<file path="src/rtl/gic_pkg.sv">
package gic_pkg;
  typedef enum logic [1:0] {ST_IDLE, ST_WAIT, ST_GATE, ST_DONE} gic_state_e;

  // gate length in milliseconds for each code
  function automatic int gate_ms(input logic [1:0] code);
    case (code)
      2'd0:    gate_ms = 4;
      2'd1:    gate_ms = 8;
      2'd2:    gate_ms = 32;
      default: gate_ms = 64;
    endcase
  endfunction
endpackage

</file>
<file path="src/rtl/gic_sync_edge.sv">
module gic_sync_edge #(
  parameter int STAGES = 2
) (
  input  logic clk,
  input  logic rst_n,
  input  logic async_in,
  output logic rise
);
  logic [STAGES:0] pipe_q, pipe_d;

  always_comb pipe_d = {pipe_q[STAGES-1:0], async_in};

  always_ff @(posedge clk or negedge rst_n) begin
    if (!rst_n) pipe_q <= '0;
    else        pipe_q <= pipe_d;
  end

  assign rise = pipe_q[STAGES-1] & ~pipe_q[STAGES];


  single_rise_chk: assert property (@(posedge clk) disable iff (!rst_n)
    rise |=> !rise);
endmodule

</file>
<file path="src/rtl/gic_sequencer.sv">
module gic_sequencer
  import gic_pkg::*;
#(
  parameter int WAIT_CYCLES = 400000,
  parameter int CLKS_PER_MS = 100000
) (
  input  logic       clk,
  input  logic       rst_n,
  input  logic       arm,
  input  logic       en_q,
  input  logic [1:0] gate_code,
  output gic_state_e state,
  output logic       close
);
  localparam int TMR_W = $clog2(64 * CLKS_PER_MS + WAIT_CYCLES + 1);

  gic_state_e       state_q, state_d;
  logic [TMR_W-1:0] tmr_q, tmr_d;

  always_comb begin
    state_d = state_q;
    tmr_d   = tmr_q;
    if (arm) begin
      state_d = ST_WAIT;
      tmr_d   = TMR_W'(WAIT_CYCLES - 1);
    end else if (!en_q) begin
      state_d = ST_IDLE;
      tmr_d   = '0;
    end else begin
      case (state_q)
        ST_WAIT: begin
          if (tmr_q == '0) begin
            state_d = ST_GATE;
            tmr_d   = TMR_W'(gate_ms(gate_code) * CLKS_PER_MS - 1);
          end else begin
            tmr_d = tmr_q - 1'b1;
          end
        end
        ST_GATE: begin
          if (tmr_q == '0) state_d = ST_DONE;
          else             tmr_d   = tmr_q - 1'b1;
        end
        default: ;
      endcase
    end
  end

  always_ff @(posedge clk or negedge rst_n) begin
    if (!rst_n) begin
      state_q <= ST_IDLE;
      tmr_q   <= '0;
    end else begin
      state_q <= state_d;
      tmr_q   <= tmr_d;
    end
  end

  assign state = state_q;
  assign close = (state_q == ST_GATE) && (tmr_q == '0) && en_q && !arm;


  done_from_gate_chk: assert property (@(posedge clk) disable iff (!rst_n)
    $rose(state_q == ST_DONE) |-> $past(state_q) == ST_GATE);

  wait_only_by_arm_chk: assert property (@(posedge clk) disable iff (!rst_n)
    (state_q == ST_WAIT && tmr_q == TMR_W'(WAIT_CYCLES - 1)) |-> $past(arm));
endmodule

</file>
<file path="src/rtl/gic_counter.sv">
module gic_counter #(
  parameter int CNT_W = 20
) (
  input  logic             clk,
  input  logic             rst_n,
  input  logic             clr,
  input  logic             cnt_en,
  input  logic             pulse,
  output logic [CNT_W-1:0] cnt
);
  localparam logic [CNT_W-1:0] CNT_MAX = '1;

  logic [CNT_W-1:0] cnt_q, cnt_d;

  always_comb begin
    cnt_d = cnt_q;
    if (clr)                                     cnt_d = '0;
    else if (cnt_en && pulse && cnt_q != CNT_MAX) cnt_d = cnt_q + 1'b1;
  end

  always_ff @(posedge clk or negedge rst_n) begin
    if (!rst_n) cnt_q <= '0;
    else        cnt_q <= cnt_d;
  end

  assign cnt = cnt_q;


  no_wrap_chk: assert property (@(posedge clk) disable iff (!rst_n)
    (cnt_q == CNT_MAX && !clr) |=> cnt_q == CNT_MAX);

  idle_hold_chk: assert property (@(posedge clk) disable iff (!rst_n)
    (!cnt_en && !clr) |=> $stable(cnt_q));
endmodule

</file>
<file path="src/rtl/gic_shifter.sv">
module gic_shifter #(
  parameter int CNT_W = 20
) (
  input  logic             clk,
  input  logic             rst_n,
  input  logic             clr,
  input  logic             load,
  input  logic [CNT_W-1:0] din,
  input  logic             shift,
  output logic             sdo
);
  logic [CNT_W-1:0] sh_q, sh_d;

  always_comb begin
    sh_d = sh_q;
    if (clr)        sh_d = '0;
    else if (load)  sh_d = din;
    else if (shift) sh_d = {sh_q[CNT_W-2:0], 1'b0};
  end

  always_ff @(posedge clk or negedge rst_n) begin
    if (!rst_n) sh_q <= '0;
    else        sh_q <= sh_d;
  end

  assign sdo = sh_q[CNT_W-1];


  clr_sdo_chk: assert property (@(posedge clk) disable iff (!rst_n)
    clr |=> !sdo);

  msb_first_chk: assert property (@(posedge clk) disable iff (!rst_n)
    (load && !clr) |=> sdo == $past(din[CNT_W-1]));
endmodule

</file>
<file path="src/rtl/gated_if_counter.sv">
module gated_if_counter
  import gic_pkg::*;
#(
  parameter int CNT_W       = 20,
  parameter int CLKS_PER_MS = 100000,
  parameter int WAIT_CYCLES = 4 * CLKS_PER_MS
) (
  input  logic       clk,
  input  logic       rst_n,
  input  logic       latch_ce,
  input  logic       cfg_en,
  input  logic [1:0] cfg_gate,
  input  logic       if_in,
  input  logic       rd_clk,
  output logic       busy,
  output logic       done,
  output logic       sdo
);
  logic [1:0] rst_sync_q;
  logic       rst_int_n;

  always_ff @(posedge clk or negedge rst_n) begin
    if (!rst_n) rst_sync_q <= 2'b00;
    else        rst_sync_q <= {rst_sync_q[0], 1'b1};
  end
  assign rst_int_n = rst_sync_q[1];

  // control register, loaded on falling chip-enable
  logic       ce_q;
  logic       en_q, en_d;
  logic [1:0] gate_q, gate_d;
  logic       latch_ev, arm, reload, close;
  logic       load_q, load_d;
  gic_state_e state;

  assign latch_ev = ce_q & ~latch_ce;
  assign arm      = latch_ev & cfg_en & ~en_q;
  assign reload   = latch_ev & cfg_en & en_q & (state == ST_DONE);

  always_comb begin
    en_d   = en_q;
    gate_d = gate_q;
    if (latch_ev) begin
      en_d   = cfg_en;
      gate_d = cfg_gate;
    end
    load_d = close | reload;
  end

  always_ff @(posedge clk or negedge rst_int_n) begin
    if (!rst_int_n) begin
      ce_q   <= 1'b0;
      en_q   <= 1'b0;
      gate_q <= 2'b00;
      load_q <= 1'b0;
    end else begin
      ce_q   <= latch_ce;
      en_q   <= en_d;
      gate_q <= gate_d;
      load_q <= load_d;
    end
  end

  logic             if_rise, rd_rise;
  logic [CNT_W-1:0] cnt;
  logic             clr;

  assign clr = arm | ~en_q;

  gic_sync_edge #(.STAGES(2)) u_if_sync (
    .clk(clk), .rst_n(rst_int_n), .async_in(if_in), .rise(if_rise));

  gic_sync_edge #(.STAGES(2)) u_rd_sync (
    .clk(clk), .rst_n(rst_int_n), .async_in(rd_clk), .rise(rd_rise));

  gic_sequencer #(.WAIT_CYCLES(WAIT_CYCLES), .CLKS_PER_MS(CLKS_PER_MS)) u_seq (
    .clk(clk), .rst_n(rst_int_n), .arm(arm), .en_q(en_q),
    .gate_code(gate_q), .state(state), .close(close));

  gic_counter #(.CNT_W(CNT_W)) u_cnt (
    .clk(clk), .rst_n(rst_int_n), .clr(clr),
    .cnt_en(state == ST_GATE), .pulse(if_rise), .cnt(cnt));

  gic_shifter #(.CNT_W(CNT_W)) u_shf (
    .clk(clk), .rst_n(rst_int_n), .clr(clr), .load(load_q && !clr),
    .din(cnt), .shift(rd_rise && state == ST_DONE), .sdo(sdo));

  assign busy = (state == ST_WAIT) || (state == ST_GATE);
  assign done = (state == ST_DONE);


  busy_done_excl_chk: assert property (@(posedge clk) disable iff (!rst_int_n)
    !(busy && done));

  disabled_clear_chk: assert property (@(posedge clk) disable iff (!rst_int_n)
    !en_q |=> (cnt == '0 && !done));

  ctl_only_on_fall_chk: assert property (@(posedge clk) disable iff (!rst_int_n)
    !(ce_q && !latch_ce) |=> ($stable(en_q) && $stable(gate_q)));
endmodule

</file>
<file path="config.mk">
export PLATFORM = sky130hd
export DESIGN_NAME = gated_if_counter
export DESIGN_NICKNAME = d
export VERILOG_FILES = /design/src/rtl/gic_pkg.sv /design/src/rtl/gic_sync_edge.sv /design/src/rtl/gic_sequencer.sv /design/src/rtl/gic_counter.sv /design/src/rtl/gic_shifter.sv /design/src/rtl/gated_if_counter.sv
export SDC_FILE = /design/constraint.sdc
export NUM_CORES = 1
export LEC_CHECK = 0
export ABC_AREA = 1
export BUFFER_PORTS_ARGS = -buffer_cell sky130_fd_sc_hd__buf_2
export CAP_MARGIN = 20
export CORE_MARGIN = 2
export CORE_UTILIZATION = 50
export DETAILED_ROUTE_END_ITERATION = 10
export PLACE_DENSITY = 0.65
export SYNTH_ARGS = -nofsm -noshare
export SYNTH_HDL_FRONTEND = slang
export SYNTH_SLANG_ARGS = --single-unit
export TNS_END_PERCENT = 1
</file>
<file path="constraint.sdc">
create_clock -name clk -period 2.81 [get_ports clk]
set_input_delay 0.1405 -clock clk [delete_from_list [all_inputs] [get_ports clk]]
set_output_delay 0.1405 -clock clk [all_outputs]
set_load 0.1 [all_outputs]
</file>
# Word level (Yosys, flattened, before mapping)
# Index checks and enable logic that the tools add are counted.
[word_totals]
reg_bits = 78
output_inout_bits = 3
in_bits = 8
elab_cells = 74
[classes]
n_bitwise = 13
reduce_logical = 16
n_mul = 1
eq_ne = 10
addsub = 3
n_mux = 20
[op_table]
columns = ["operator", "count"]
rows = [
  ["two-way mux 32 bit", 4],
  ["two-way mux 20 bit", 5],
  ["two-way mux 23 bit", 4],
  ["case mux 23 bit (2 select lines)", 1],
  ["multiplier 32 x 13 -> 18 bit (second input constant)", 1],
  ["logical NOT 23 bit", 1],
  ["subtractor 23 x 1 -> 23 bit (second input constant)", 1],
  ["subtractor 23 x 2 -> 23 bit (second input constant)", 1],
  ["case mux 7 bit (3 select lines)", 1],
  ["adder 20 x 1 -> 20 bit (second input constant)", 1],
  ["!= test 20 bit (second input constant)", 1],
  ["two-way mux 2 bit", 4],
  ["!= test 4 bit (second input constant)", 2],
  ["AND 1 bit", 7],
  ["logical AND 1 bit", 7],
  ["equality test 2 bit (second input constant)", 3],
  ["equality test 2 x 1 -> 1 bit (second input constant)", 2],
  ["!= test 4 x 1 -> 1 bit (second input constant)", 1],
  ["!= test 4 x 3 -> 1 bit (second input constant)", 1],
  ["NOT 1 bit", 4],
  ["case mux 2 bit (2 select lines)", 1],
  ["AND reduction 3 bit", 1],
  ["nonzero test 3 bit", 1],
  ["logical NOT 1 bit", 2],
  ["other kinds (5)", 6],
]

# Depth between registers and ports, before layout
# Gate-level depths: netlist (run 1).
[logic_depth]
depth_word = 12
mapped_depth = 19
ltp_nobuf = 19

# Hierarchy
# A second synthesis (run 1) with hierarchy kept.
[hier_totals]
cells_unflattened = 743
hier_area_um2 = 5190.0
[by_module_without_submodules]
columns = ["module", "instances", "area_per_inst_um2", "cells_per_inst", "seq_area_each_um2"]
rows = [
  ["gic_sequencer", 1, 2247.2, 332, 625.6],
  ["gic_counter", 1, 1403.8, 211, 500.5],
  ["gic_shifter", 1, 1062.3, 156, 500.5],
  ["gated_if_counter", 1, 306.5, 34, 175.2],
  ["gic_sync_edge", 2, 85.1, 5, 75.1],
]

# Worst setup path after synthesis (run 1)
# Ideal clock, no wire load.
[synth_path]
path_kind = "register to register"
from = "register gate_q[1]"
to = "register u_seq.tmr_q[21]"
slack_ns = 0.454
path_stages_with_launch = 19
t_arrival_ns = 2.240
n_path_buf = 0
setup_time_ns = 0.116
synth_period_minus_slack_ns = 2.356
required_time_ns = 2.694
path_cell_list = "dfrtp_1 > inv_1 > ha_1 > inv_1 > ha_1 > nand2_1 > inv_1 > ha_1 > ha_1 > nand2_1 > nand2_1 > nand2_1 > o21ai_1 > nand2_1 > nand3b_1 > nand3_1 > nand3_1 > nand2_1 > nand2_1"
[synth_via]
elab_chain_len = 12
elab_cells_between_ends = 14
cone_classes = "add/sub: 1; mul: 1; eq/ne: 2; mux: 9; reduce/logical: 1"
[synth_lines]
columns = ["item", "line_no", "source"]
rows = [
  ["from (decl)", "gated_if_counter.sv:31", "logic [1:0] gate_q, gate_d;"],
  ["from (signal assigned)", "gated_if_counter.sv:59", "gate_q <= gate_d;"],
  ["equality test 2 bit, or another cell as far along", "gic_pkg.sv:6", "case (code)"],
  ["case mux 7 bit (3 select lines) *", "gic_pkg.sv:6", ""],
  ["two-way mux 32 bit *", "gic_sequencer.sv:32", "if (tmr_q == '0) begin"],
  ["two-way mux 32 bit *", "gic_sequencer.sv:30", "case (state_q)"],
  ["two-way mux 32 bit *", "gic_sequencer.sv:26", "end else if (!en_q) begin"],
  ["two-way mux 32 bit *", "gic_sequencer.sv:23", "if (arm) begin"],
  ["multiplier 32 x 13 -> 18 bit *", "gic_sequencer.sv:34", "tmr_d = TMR_W'(gate_ms(gate_code) * CLKS_PER_MS - 1);"],
  ["subtractor 23 x 2 -> 23 bit *", "gic_sequencer.sv:34", ""],
  ["two-way mux 23 bit *", "gic_sequencer.sv:32", ""],
  ["case mux 23 bit (2 select lines) *", "gic_sequencer.sv:30", ""],
  ["two-way mux 23 bit *", "gic_sequencer.sv:26", ""],
  ["two-way mux 23 bit *", "gic_sequencer.sv:23", ""],
  ["to (signal assigned)", "gic_sequencer.sv:54", "tmr_q <= tmr_d;"],
  ["to (decl)", "gic_sequencer.sv:18", "logic [TMR_W-1:0] tmr_q, tmr_d;"],
]
# Every way passes the cells marked *; elsewhere a longest branch is shown, timed or not. The select of a mux whose other input is x is not followed.
# A chain may end at the register's enable or synchronous reset.

# Final worst setup path (run 1)
# Same ends and word-level chain as after synthesis.

==> results of run 1 <==
==> worst max-delay path: cells and delay by family, from the launching register on <==
| kind | cells | cell delay, ns |
|---|---|---|
| fa+ha+maj | 4 | 1.04 |
| flops | 1 | 0.43 |
| simple gates | 10 | 0.68 |
| buf+inv | 3 | 0.27 |
| compound gates | 1 | 0.07 |
==> cell type report <==
cell class / count / area share
inverter: 81 / 0.0583
clock inverter: 5 / 0.00648
multi-input combinational: 457 / 0.472
timing repair buffer: 22 / 0.0288
clock buffer: 11 / 0.0290
tap: 129 / 0.0309
sequential: 78 / 0.375
==> cells in the mapped netlist <==
cell type / instances / share of area
buf_4: 1 / 0.0016
nor2_2: 4 / 0.0052
nor2_4: 1 / 0.0023
buf_1: 2 / 0.0016
nand2_4: 1 / 0.0023
dfrtp_1: 78 / 0.41
nand2_1: 164 / 0.13
nand3_4: 2 / 0.0073
o22ai_1: 37 / 0.048
nor3_1: 8 / 0.0083
ha_1: 22 / 0.057
o211ai_1: 2 / 0.0031
clkbuf_1: 7 / 0.0055
xor2_1: 21 / 0.038
a21oi_1: 18 / 0.019
o21ai_1: 7 / 0.0073
nand3b_1: 3 / 0.0047
nand4_1: 14 / 0.018
nor2_8: 2 / 0.0083
o21bai_1: 2 / 0.0031
nand3_2: 1 / 0.0021
a21oi_2: 1 / 0.0018
o21ai_2: 6 / 0.011
inv_2: 2 / 0.0016
nor3_4: 1 / 0.0034
nand3_1: 33 / 0.034
xnor2_1: 5 / 0.0091
o21ai_0: 25 / 0.026
conb_1: 1 / 0.00078
buf_6: 4 / 0.0094
nand2_2: 4 / 0.0052
nor2_1: 70 / 0.055
inv_1: 79 / 0.062
buf_2: 2 / 0.0021
and3_1: 2 / 0.0026
==> power breakdown <==
group | switching, W | internal [W] | total [W]
clock network | 0.000436 | 0.000368 | 0.000803
logic | 0.00131 | 0.000634 | 0.00194
registers | 0.000177 | 0.00126 | 0.00143
==> through the flow <==
| step | std cells | util | hold WS (ns) |
|---|---|---|---|
| after global placement | 763 | 0.538 | -0.0720 |
| after global routing | 783 | 0.562 | 0.0100 |
| after floorplan | 632 | - | -0.155 |
| after detailed placement | 763 | 0.538 | -0.0712 |
| final | 783 | 0.562 | 0.00900 |
| after CTS | 783 | 0.562 | 0.00339 |
==> logic make-up after synthesis <==
group                      count (synthesis)
and+or+nand+nor                          310
AOI/OAI and AO/OA                         98
buffers and inverters                     97
DFF                                       78
xor gates and xnor gates                  26
adders and majority gates                 22
other                                      1
==> layout by cell type, fill, tap and decap left out, types with 8 or more instances in the layout <==
cell type / synthesis / layout
nand2_1: 164 / 164
ha_1: 22 / 22
dfrtp_1: 78 / 77
xor2_1: 21 / 21
clkbuf_8: 0 / 11
nor2_1: 70 / 70
buf_2: 2 / 10
o21ai_0: 25 / 25
a21oi_1: 18 / 18
o22ai_1: 37 / 37
buf_4: 1 / 8
inv_1: 79 / 79
nor3_1: 8 / 8
nand3_1: 33 / 33
nand4_1: 14 / 14
==> sequential cells by signal, indices dropped and copies added, names as in the netlist <==
signal and flops:
en_q 1, u_seq.state 2, rst_sync_q 2, u_if_sync.pipe_q 3, u_cnt.cnt 20, u_shf.sh_q 20
ce_q 1, gate_q 2, load_q 1, u_rd_sync.pipe_q 3, u_seq.tmr_q 23
==> routing by layer <==
metal  GRT usage  wire length [µm]  vias up
li1            -                 -     2088
met1       0.335              5490     1928
met2       0.350              4900      112
met3      0.0383               581       16
met4      0.0728               146        0
met5           0                 0        -
==> worst max path at each step <==
stage                     startpoint         endpoint  slack [ns]  cells after the start
after floorplan            gate_q[1]  u_seq.tmr_q[21]        0.45                     18
after global placement     gate_q[1]  u_seq.tmr_q[21]        0.34                     18
after detailed placement   gate_q[1]  u_seq.tmr_q[21]        0.22                     18
after CTS                  gate_q[1]  u_seq.tmr_q[21]        0.21                     18
after global routing       gate_q[1]  u_seq.tmr_q[21]       0.009                     18
final                      gate_q[1]  u_seq.tmr_q[21]        0.21                     18
==> metrics.txt, run 1 <==
Die Ht 102 µm; Worst R2R End u_seq.tmr_q[21]; initial drt markers between 200 and 250; # port buffers 10; leakage roughly 2.5 nW; max-slew violations 0; # clock sinks 78; post-synthesis mux area share 0; gpl congestion between 0.9 and 1; CP max stage delay roughly 0.43 ns; Area after DPL 0.00499 mm²; fin crit share 0.927; clock root buffer clkbuf_8; critical hold path startpoint cfg_gate[1]; status finished, final reports clean; clock latency on the worst-skew pair 0.36 ns; Netlist cell types 35; setup bufs post-CTS 0; CP cell instances inv_1 -> ha_1 -> inv_1 -> ha_1 -> nand2_1 -> inv_1 -> ha_1 -> ha_1 -> nand2_1 -> nand2_1 -> nand2_1 -> o21ai_1 -> nand2_1 -> nand3b_1 -> nand3_1 -> nand3_1 -> nand2_1 -> nand2_1; global-route usage over all layers 0.229; DPL Wire Length 8.01 mm; final hold viol count 0; #FFs+latches synth between 70 and 80; die area 0.0104 mm²; first-pass GRT wire length 18.7 mm; Peak supply drop 0.350 mV; total power around 0.0042 W; # rows 35; flop-to-flop setup slack 0.21 ns; CP max FO 5; TNS Setup 0 ns; DR vias a little over 4,000; CTS max path bufs 2; Synth Area in XOR/XNOR 0.0473; Seq/Total Area, Yosys 0.406; Worst Path Required 3.06 ns; R2R Path Start gate_q[1]; DRC 0; diodes inserted 0; Slew headroom 0.339; Worst-Margin Slew 0.992 ns; ratio of cells with drive above 1 in the final layout 0.0917; main combinational cell family by area after synthesis simple AND/OR/NAND/NOR gates; cts hold-fix bufs 4; CP Capture Type flop; IO Pins 11; core area 0.00928 mm²; Resized Gates After CTS 0; Layout area overhead 8.40%; worst hold path depth 3; CTS Buf Count 9; Cell Area, Synth 0.00481 mm²; Via density around 5.3; Max Clock Freq 384 MHz; max_cap viols 0; drt wl/cell ~14 µm; fin area 0.00522 mm²; pin count of the biggest net entering global routing 77; Warnings, synthesis 0; post-synthesis compound-gate area fraction 0.119; Synth Area in Adders 0.0572; Worst Hold Class primary input to flop; Worst R2R Path Depth 18; hold endpoint gate_q[1]; PwrDens 801 mW/mm²; post-route ant nets 0; die width slightly above 100 µm; most used cell, CP nand2_1; Tmin final 2.60 ns; synthesized area per cell between 7 and 8 µm²; Reg clk slew, reported paths about 0.09 ns; Sequential Area 0.00196 mm²; CP Launch Type flop; initial antenna violation count 0; Worst EP arrival 2.86 ns; Fill cells approximately 900; Overflow after GRT 0; Post-Synth Simple-Gate Area 0.287; final WL between 10 and 15 mm; PnR worst setup slack just over 0.2 ns; Layout Nets 679; CTS H-tree depth 3; Final Skew 0.0107 ns; RSZ-0062 raised after global routing no; drt pass-1 iters 6; Syn Nets 662; starting density of the core 0.518; vias in the first global route around 3,900; Crit Path Class flop to flop; Setup violations, final 0; Multi-input gate area 0.00246 mm²; Post-Synthesis Cells 632; CTS tree done; pre-CTS setup slack 0.219 ns; slowest CP cell dfrtp_1
Note: power is estimated with default switching activity, not from simulation.
==> inputs of run 2 (changes only) <==
- CORE_MARGIN: 2 -> 8
- HOLD_SLACK_MARGIN: unset -> 0.1
- MAX_ROUTING_LAYER: unset -> met4
==> run 2 against run 1 <==
  * Sequential share of layout area decreased by 0.61 points
  * First-iteration DRC count decreased by 17%
  * Fmax increased by 0.86%
  * Die area increased by 25%
  * Combinational power about the same
  * Core utilization decreased by 0.66 points
  * Sequential cell count unchanged
  * Clock-buffer cell count decreased by 2
  * Setup slack improved by 0.022 ns
==> metrics.txt, run 2 (synthesized netlist as in run 1, its figures left out) <==
pin count of the biggest net entering global routing 77; total power 0.00427 W; Worst EP arrival approximately 2.8 ns; Tmin final 2.58 ns; clock root buffer clkbuf_8; initial antenna violation count 0; Final Skew 0.0128 ns; Die Ht 114 µm; CP Capture Type flop; Via density ~5.2; Worst Hold Class flop to asynchronous set/reset pin; ratio of cells with drive above 1 in the final layout 0.0913; status finished, final reports clean; CTS max path bufs 2; Multi-input gate area 0.00246 mm²; first-pass GRT wire length 19.5 mm; die width 114 µm; Largest register FFs 23; core area 0.00955 mm²; max_cap viols 0; CP Launch Type flop; Peak supply drop approximately 0.32 mV; fin crit share 0.919; drt wl/cell 13.9 µm; pre-CTS setup slack 0.216 ns; CTS H-tree depth 3; most common cell after layout, fill and taps aside nand2_1; # clock sinks between 70 and 80; CTS Buf Count 9; IO Pins 11; Most flops, register u_seq.tmr_q; gpl congestion 0.896; Worst Path Required 3.06 ns; leakage 2.56 nW; Fill cells a little over 900; Crit Path Class flop to flop; starting density of the core 0.504; DRC 0; global-route usage over all layers 0.190; TNS Setup 0 ns; die area 0.0130 mm²; initial drt markers ~190; CP max FO 5; post-route ant nets 0; # rows 36; most frequent cells in the layout 164 x nand2_1, 79 x inv_1, 77 x dfrtp_1; PwrDens 804 mW/mm²; diodes inserted 0; DR vias 4,138; max-slew violations 0; Sequential Area 0.00196 mm²; Overflow after GRT 0; drt pass-1 iters 4; Max Clock Freq around 390 MHz; Layout area overhead 10.2%; Slew headroom 0.549; Worst-Margin Slew 0.677 ns; RSZ-0062 raised after global routing no; Reg clk slew, reported paths 0.09 ns; DPL Wire Length 7.99 mm; vias in the first global route 4,240; PnR worst setup slack approximately 0.23 ns; final WL 11.0 mm; CTS tree done; final hold viol count 0; Layout Nets slightly below 700; # port buffers 10; Setup violations, final 0; clock latency on the worst-skew pair between 0.3 and 0.4 ns
[run 2: power breakdown]
group / switching [W] / internal (W)
logic: 0.00130 / 0.000634
clock network: 0.000473 / 0.000436
registers: 0.000166 / 0.00126
total: 0.00194 / 0.00233
[run 2: path summary, 6_finish.rpt]
path | from | to | slack (ns) | depth (start not counted)
worst max-delay path | gate_q[1] | u_seq.tmr_q[21] | 0.23 | 18
worst min-delay path | rst_sync_q[1] | u_cnt.cnt[18] | 0.13 | 0
worst max register to register | gate_q[1] | u_seq.tmr_q[21] | 0.23 | 18
worst min register to register | rst_sync_q[1] | u_cnt.cnt[18] | 0.13 | 0
max in group asynchronous | rst_n | rst_sync_q[1] | 2.04 | 3
min in group clk | u_rd_sync.pipe_q[0] | u_rd_sync.pipe_q[1] | 0.35 | 0
[run 2: routing by layer]
metal,share of wire,up-vias,track usage
met5,0,-,-
met4,0.016,0,0.0621
met3,0.032,12,0.0343
met2,0.52,58,0.343
met1,0.43,1982,0.206
li1,-,2086,-
[run 2: what timing repair did]
action / CTS / global route
hold endpoints to repair: 8 / 0
setup buffers: 0 / 0
hold buffers: 8 / 0
endpoints found under the setup margin: 0 / 1
resized for setup: 0 / 1
[run 2: worst max-delay path, cell delays in order (launching register included)]
cell and delay, ns:
dfrtp_1 0.44, inv_1 0.16, ha_2 0.26, inv_1 0.06
ha_1 0.32, nand2_1 0.07, inv_1 0.04, ha_1 0.27
ha_1 0.19, nand2_1 0.07, nand2_1 0.08, nand2_1 0.06
o21ai_1 0.06, nand2_1 0.08, nand3b_1 0.08, nand3_1 0.09
nand3_1 0.06, nand2_1 0.06, nand2_1 0.04
[run 2: final cells by class]
| class | count | share of cell area |
|---|---|---|
| tap | 133 | 0.0314 |
| sequential | 78 | 0.369 |
| timing repair buffer | 25 | 0.0382 |
| inverter | 81 | 0.0573 |
| clock inverter | 7 | 0.0165 |
| multi-input combinational | 457 | 0.464 |
| clock buffer | 9 | 0.0234 |
[run 2: stage by stage]
step	hold WS, ns	std cells	utilization	cell area, µm²
floorplan	-0.155	632	-	4810
global placement	-0.0751	765	0.522	4980
detailed placement	-0.0740	765	0.522	4980
CTS	0.358	789	0.552	5270
global route	0.137	790	0.555	5300
finish	0.127	790	0.555	5300
